===== config.mk =====
export PLATFORM = sky130hd
export DESIGN_NAME = prog_freq_divider
export DESIGN_NICKNAME = d
export VERILOG_FILES = /design/src/rtl/divn_pkg.sv /design/src/rtl/divn_stage.sv /design/src/rtl/divn_reload.sv /design/src/rtl/prog_freq_divider.sv
export SDC_FILE = /design/constraint.sdc
export NUM_CORES = 1
export LEC_CHECK = 0
export ABC_AREA = 1
export BUFFER_PORTS_ARGS = -buffer_cell sky130_fd_sc_hd__buf_2
export CAP_MARGIN = 0
export CORE_MARGIN = 2
export CORE_UTILIZATION = 40
export CTS_CLUSTER_DIAMETER = 80
export DETAILED_ROUTE_END_ITERATION = 10
export PLACE_DENSITY = 0.57
export SLEW_MARGIN = 20
export SYNTH_ARGS = -nofsm -noshare
export SYNTH_HDL_FRONTEND = slang
export SYNTH_HIERARCHICAL = 1
export SYNTH_SLANG_ARGS = --single-unit

===== constraint.sdc =====
create_clock -name clk_i -period 2.08 [get_ports clk_i]
set_input_delay 0.208 -clock clk_i [delete_from_list [all_inputs] [get_ports clk_i]]
set_output_delay 0.208 -clock clk_i [all_outputs]
set_load 0.1 [all_outputs]

===== src/rtl/divn_pkg.sv =====
package divn_pkg;
   localparam int DEF_NIB_W  = 4;
   localparam int DEF_STAGES = 2;
endpackage


===== src/rtl/divn_stage.sv =====
module divn_stage #(
   parameter int W = 4
) (
   input  logic         clk_i,
   input  logic         rst_i,
   input  logic         cin_n_i,
   input  logic         load_i,
   input  logic [W-1:0] preset_i,
   output logic [W-1:0] q_o,
   output logic         cout_n_o,
   output logic         zero_o
);
   logic [W-1:0] q_r;

   always_ff @(posedge clk_i) begin
      if (rst_i)         q_r <= '0;
      else if (load_i)   q_r <= preset_i;
      else if (!cin_n_i) q_r <= q_r - 1'b1;
   end

   assign q_o      = q_r;
   assign zero_o   = (q_r == '0);
   assign cout_n_o = !(zero_o && !cin_n_i);
endmodule


===== src/rtl/divn_reload.sv =====
module divn_reload #(
   parameter int RW = 8
) (
   input  logic [RW-1:0] ratio_i,
   output logic [RW-1:0] reload_o,
   output logic          illegal_o
);
   always_comb begin
      illegal_o = (ratio_i == '0);
      reload_o  = ratio_i - 1'b1;
   end
endmodule


===== src/rtl/prog_freq_divider.sv =====
module prog_freq_divider #(
   parameter int NIB_W  = divn_pkg::DEF_NIB_W,
   parameter int STAGES = divn_pkg::DEF_STAGES,
   localparam int RATIO_W = NIB_W * STAGES
) (
   input  logic               clk_i,
   input  logic               rst_i,
   input  logic [RATIO_W-1:0] ratio_i,
   output logic               tick_o,
   output logic               zero_ratio_o
);
   if (NIB_W < 1) begin : g_bad_nib
      $error("NIB_W must be at least 1");
   end
   if (STAGES < 1) begin : g_bad_stages
      $error("STAGES must be at least 1");
   end

   logic [RATIO_W-1:0] reload;
   logic               illegal;
   logic [STAGES:0]    carry_n;
   logic [STAGES-1:0]  zero_s;
   logic [RATIO_W-1:0] count;
   logic               terminal, load, park;

   divn_reload #(.RW(RATIO_W)) u_reload (
      .ratio_i  (ratio_i),
      .reload_o (reload),
      .illegal_o(illegal)
   );

   assign carry_n[0] = park;

   for (genvar s = 0; s < STAGES; s++) begin : g_stage
      divn_stage #(.W(NIB_W)) u_stage (
         .clk_i   (clk_i),
         .rst_i   (rst_i),
         .cin_n_i (carry_n[s]),
         .load_i  (load),
         .preset_i(reload[s*NIB_W +: NIB_W]),
         .q_o     (count[s*NIB_W +: NIB_W]),
         .cout_n_o(carry_n[s+1]),
         .zero_o  (zero_s[s])
      );
   end

   assign terminal     = &zero_s;
   assign load         = terminal && !illegal;
   assign park         = terminal && illegal;
   assign tick_o       = load && !rst_i;
   assign zero_ratio_o = park && !rst_i;
endmodule


==> results.cfg, run 1 <==
[yosys]
postSynthCellCount = 132
ys_warn_count = 6
syn_area_um2 = 722
postSynthAreaPerCell_um2 = 5.47
synth_nets = 146

[finish]
largest_reg_flops = 8
drive_gt1_frac = 0.177
nNetsFinal = 163
fin_util = 0.505
fin_cells = 172
area_delta_synth_final_pct = 19.6
diodes = 0

[floorplanning]
ios = 12
die_w_um = 46.5
core_area_um2 = 1710
rows = 15
initial_core_util = 0.423
dieArea_um2 = 2160
die_y_um = 46.5

[global_route]
grt_max_degree = 13
antenna_found_initial = 0
grt_pass1_wl_um = 2500
grt_use_total = 0.166
grt_pass1_vias = 601
grt_overflow = 0

[routing]
drt_first_pass_iters = 4
drt_iter0_drc = 10
routed_wl_um = 1530
highest_layer = met4
ant_nets = 0
drt-met1-wl_um = 791
via_per_inst = 4.41
wl_met3_um = 42
wl_per_cell_um = 8.90
drc = 0
num_vias = 758
wl_met2_um = 677

[clock_tree]
worstSkewPairLatency_ps = 250
postCtsHoldBufs = 0
cts_buffers = 3
clk_pin_slew_worst_paths_ps = 60
htreeDepth = 1
cts_tree = built
clockBufferDepth = 2
cts_sinks = 8
cts-root-buf = clkbuf_4

[run]
cap_violations = 0

[setup_path]
critPathSlowestCell = clkbuf_4
worst-setup-path-type = register to output pin
slowest_delay_ps = 340
path_cells = inv_1, ha_1, nand2_1, nor2_1, nand2_1, nor3_2, clkbuf_4
critPathArrivalTime_ps = 1620
cp_max_fo = 3
cpMostUsedCell = nand2_1
worst-path-buf-inv = 2
critPathCaptureType = output pin
worst_ep_required_time_ps = 1870
critical-path-top-delay-family = simple AND/OR/NAND/NOR gates
startpoint_type = register

[place]
portBuffers = 11
hpwl_um = 1270
placedCellCount = 169
gp_congestion = 0.858

[sta]
fin_skew_ps = 3.99
finalSetupViolCount = 0
fin_crit_sh = 0.879
rsz0062_at_grt = no
slew_viol_final = 0
max_slew.worst_pin.slew_ps = 301
finalHoldViolCount = 0
period_needed_ps = 1830
relSlewSlack = 0.801
max_freq_mhz = 547

[worst_hold_path]
hp-class = input pin to register

[power]
fin_total_pwr_mw = 1.11
ir_drop_mv = 0.536
p_per_area_nw_per_um2 = 1290
p_leak_nw = 0.485

[outcome]
status = finished, final reports clean
==> final cells by class <==
| cell class | count | area, µm² |
|---|---|---|
| repair buffers | 12 | 80.1 |
| multi-input cells | 94 | 457 |
| flip-flops and latches | 8 | 160 |
| inverters | 30 | 113 |
| well taps | 25 | 31.3 |
| fillers | 188 | 845 |
| clock buffers | 3 | 22.5 |
==> cells in the final DEF, fill, tap and decap left out, drive strengths merged <==
cell and n:
inv 30, nand4 1, nand3 10, buf 11
dfxtp 8, nor3 1, xnor2 2, nor2 19
a21oi 4, xor2 1, nand2 48, clkbuf 4
ha 4, o21ai 4
==> where the power goes <==
group | internal (mW) | switching (mW)
Combinational | 0.254 | 0.448
Sequential | 0.226 | 0.0614
Clock | 0.0664 | 0.0575
==> stage by stage <==
step	setup WS (ps)	cell area, µm²	hold slack [ps]	setup TNS [ps]
2_1_floorplan	-105	729	270	-105
5_1_grt	57.3	863	221	0
4_1_cts	142	861	214	0
6_report	252	863	212	0
3_5_place_dp	231	838	486	0
3_3_place_gp	266	838	485	0
==> final timing paths <==
path	from	endpoint	slack (ps)	cells after the start
setup / recovery	g_stage[0].u_stage/q_o[0]$_SDFFE_PP0P_	tick_o	250	7
hold reg to reg	g_stage[0].u_stage/q_o[3]$_SDFFE_PP0P_	g_stage[0].u_stage/q_o[3]$_SDFFE_PP0P_	560	4
hold / removal	rst_i	g_stage[0].u_stage/q_o[2]$_SDFFE_PP0P_	210	2
setup reg to reg	g_stage[0].u_stage/q_o[0]$_SDFFE_PP0P_	g_stage[1].u_stage/q_o[2]$_SDFFE_PP0P_	390	14
==> routing by layer <==
| layer | vias to the layer above | track usage |
|---|---|---|
| met5 | - | 0 |
| met4 | 0 | 0.0857 |
| met3 | 2 | 0.0353 |
| met2 | 13 | 0.250 |
| met1 | 318 | 0.220 |
| li1 | 425 | - |
==> repair_timing <==
item / CTS / global route
endpoints found under the setup margin: 0 / 1
endpoints found under the hold margin: 0 / 0
resized for setup: 0 / 1
setup buffers: 0 / 0
No activity file was read; power rests on OpenSTA's default activity.
==> inputs of run 2 (changes only) <==
--- a/config.mk
+++ b/config.mk
@@ -8,10 +8,12 @@
 export ABC_AREA = 1
 export BUFFER_PORTS_ARGS = -buffer_cell sky130_fd_sc_hd__buf_2
 export CAP_MARGIN = 0
+export CORE_ASPECT_RATIO = 1.25
 export CORE_MARGIN = 2
 export CORE_UTILIZATION = 40
 export CTS_CLUSTER_DIAMETER = 80
 export DETAILED_ROUTE_END_ITERATION = 10
+export HOLD_SLACK_MARGIN = 0.15
 export PLACE_DENSITY = 0.57
 export SLEW_MARGIN = 20
 export SYNTH_ARGS = -nofsm -noshare
==> run 2 against run 1 <==
Sequential cell count unchanged; cell area increased by 0.87%; core utilization about the same; die area about the same; combinational power increased by 3%; fmax decreased by 1.9%; sequential share of layout area decreased by 0.16 points; largest power group unchanged.
==> results.cfg, run 2 (synthesis results as in run 1) <==
[power]
combPwrFrac = 0.641
fin_total_pwr_mw = 1.12
p_leak_nw = 0.496
p_seq_frac = 0.252
p_per_area_nw_per_um2 = 1290
p_sw_uw = 562
p_clk_frac = 0.107
swShare = 0.500
p_int_uw = 562
ir_drop_mv = 0.450

[finish]
area_delta_synth_final_pct = 20.6
stdcell_area_um2 = 871
diodes = 0
nFillCells = 181
layout_commonest_cell = nand2_1
nNetsFinal = 165
layout_common_cells = nand2_1, inv_1, nor2_1, nand3_1, buf_2
drive_gt1_frac = 0.188
fin_cells = 168
fin_util = 0.505
largest_reg_flops = 8

[global_route]
antenna_found_initial = 0
busiest_layer = met2
grt_pass1_wl_um = 2600
grt_util_met3 = 0.0208
use_met2 = 0.276
grt_pass1_vias = 681
grt_use_total = 0.159
gr-usage-met1 = 0.179
grt_max_degree = 7
grt_overflow = 0

[setup_path]
critPathCaptureType = output pin
cp_max_fo = 3
startpoint_type = register
critPathArrivalTime_ps = 1660
worst-setup-path-type = register to output pin
worst_ep_required_time_ps = 1870

[sta]
rsz0062_at_grt = no
fin_tns_setup_ps = 0
max_freq_mhz = 536
relSlewSlack = 0.802
finalHoldViolCount = 0
max_slew.worst_pin.slew_ps = 299
fin_hold_ws_ps = 210
period_needed_ps = 1860
finalSetupViolCount = 0
layout_setup_ws_ps = 216
fin_skew_ps = 2.46
fin_crit_sh = 0.896
slew_viol_final = 0

[floorplanning]
die_w_um = 42
die_y_um = 51.5
initial_core_util = 0.419
ios = 12
rows = 17
dieArea_um2 = 2160
core_area_um2 = 1720

[routing]
drt_iter0_drc = 5
num_vias = 773
wl_per_cell_um = 8.79
drc = 0
ant_nets = 0
drt_first_pass_iters = 4
via_per_inst = 4.60
routed_wl_um = 1480

[place]
placedCellCount = 165
hpwl_um = 1280
portBuffers = 11
place_area_um2 = 846
gp_congestion = 0.769
pre_cts_ws_ps = 256

[run]
cap_violations = 0

[outcome]
status = finished, final reports clean

[clock_tree]
cts_buffers = 3
htreeDepth = 1
cts-root-buf = clkbuf_4
cts_tree = built
clockBufferDepth = 2
worstSkewPairLatency_ps = 250
clk_pin_slew_worst_paths_ps = 60
postCtsHoldBufs = 0
cts_sinks = 8

[worst_hold_path]
hp-class = input pin to register
==> run 2: layer usage <==
| layer | vias up | wire length [µm] |
|---|---|---|
| li1 | 427 | - |
| met1 | 328 | 692 |
| met2 | 14 | 701 |
| met3 | 4 | 37 |
| met4 | 0 | 45 |
| met5 | - | 0 |
==> run 2: final cells by class <==
cell class	instances	area [µm²]	share of cell area
inverter	30	113	0.129
sequential	8	160	0.184
multi-input combinational	94	457	0.524
timing repair buffer	14	95.1	0.109
clock buffer	3	22.5	0.0259
tap	19	23.8	0.0273
==> run 2: worst paths after layout <==
check | endpoint | slack (ps) | start | cells after the start
worst max-delay path | tick_o | 220 | g_stage[0].u_stage/q_o[0]$_SDFFE_PP0P_ | 7
worst min register to register | g_stage[0].u_stage/q_o[3]$_SDFFE_PP0P_ | 570 | g_stage[0].u_stage/q_o[3]$_SDFFE_PP0P_ | 4
worst max register to register | g_stage[1].u_stage/q_o[2]$_SDFFE_PP0P_ | 340 | g_stage[0].u_stage/q_o[0]$_SDFFE_PP0P_ | 14
worst min-delay path | g_stage[0].u_stage/q_o[2]$_SDFFE_PP0P_ | 210 | rst_i | 2
==> run 2: power groups by stage <==
stage | sequential [mW] | clock (mW) | combinational [mW]
finish | 0.283 | 0.120 | 0.721
detailed placement | 0.287 | 0 | 0.717
global placement | 0.288 | 0 | 0.711
floorplan | 0.270 | 0 | 0.572
CTS | 0.284 | 0.126 | 0.721
global route | 0.291 | 0.135 | 0.841
==> run 2: worst max-delay path, stage by stage, from the launching register on <==
cell and delay [ps]:
dfxtp_1 320, inv_1 80, ha_1 170, nand2_1 70, nor2_1 180, nand2_1 110
nor3_2 120, clkbuf_4 350
==> run 2: repair_timing <==
| action | CTS | global route |
|---|---|---|
| endpoints found under the hold margin | 0 | 0 |
| setup buffers | 0 | 0 |
| endpoints found under the setup margin | 0 | 1 |
| gates resized for setup | 0 | 1 |
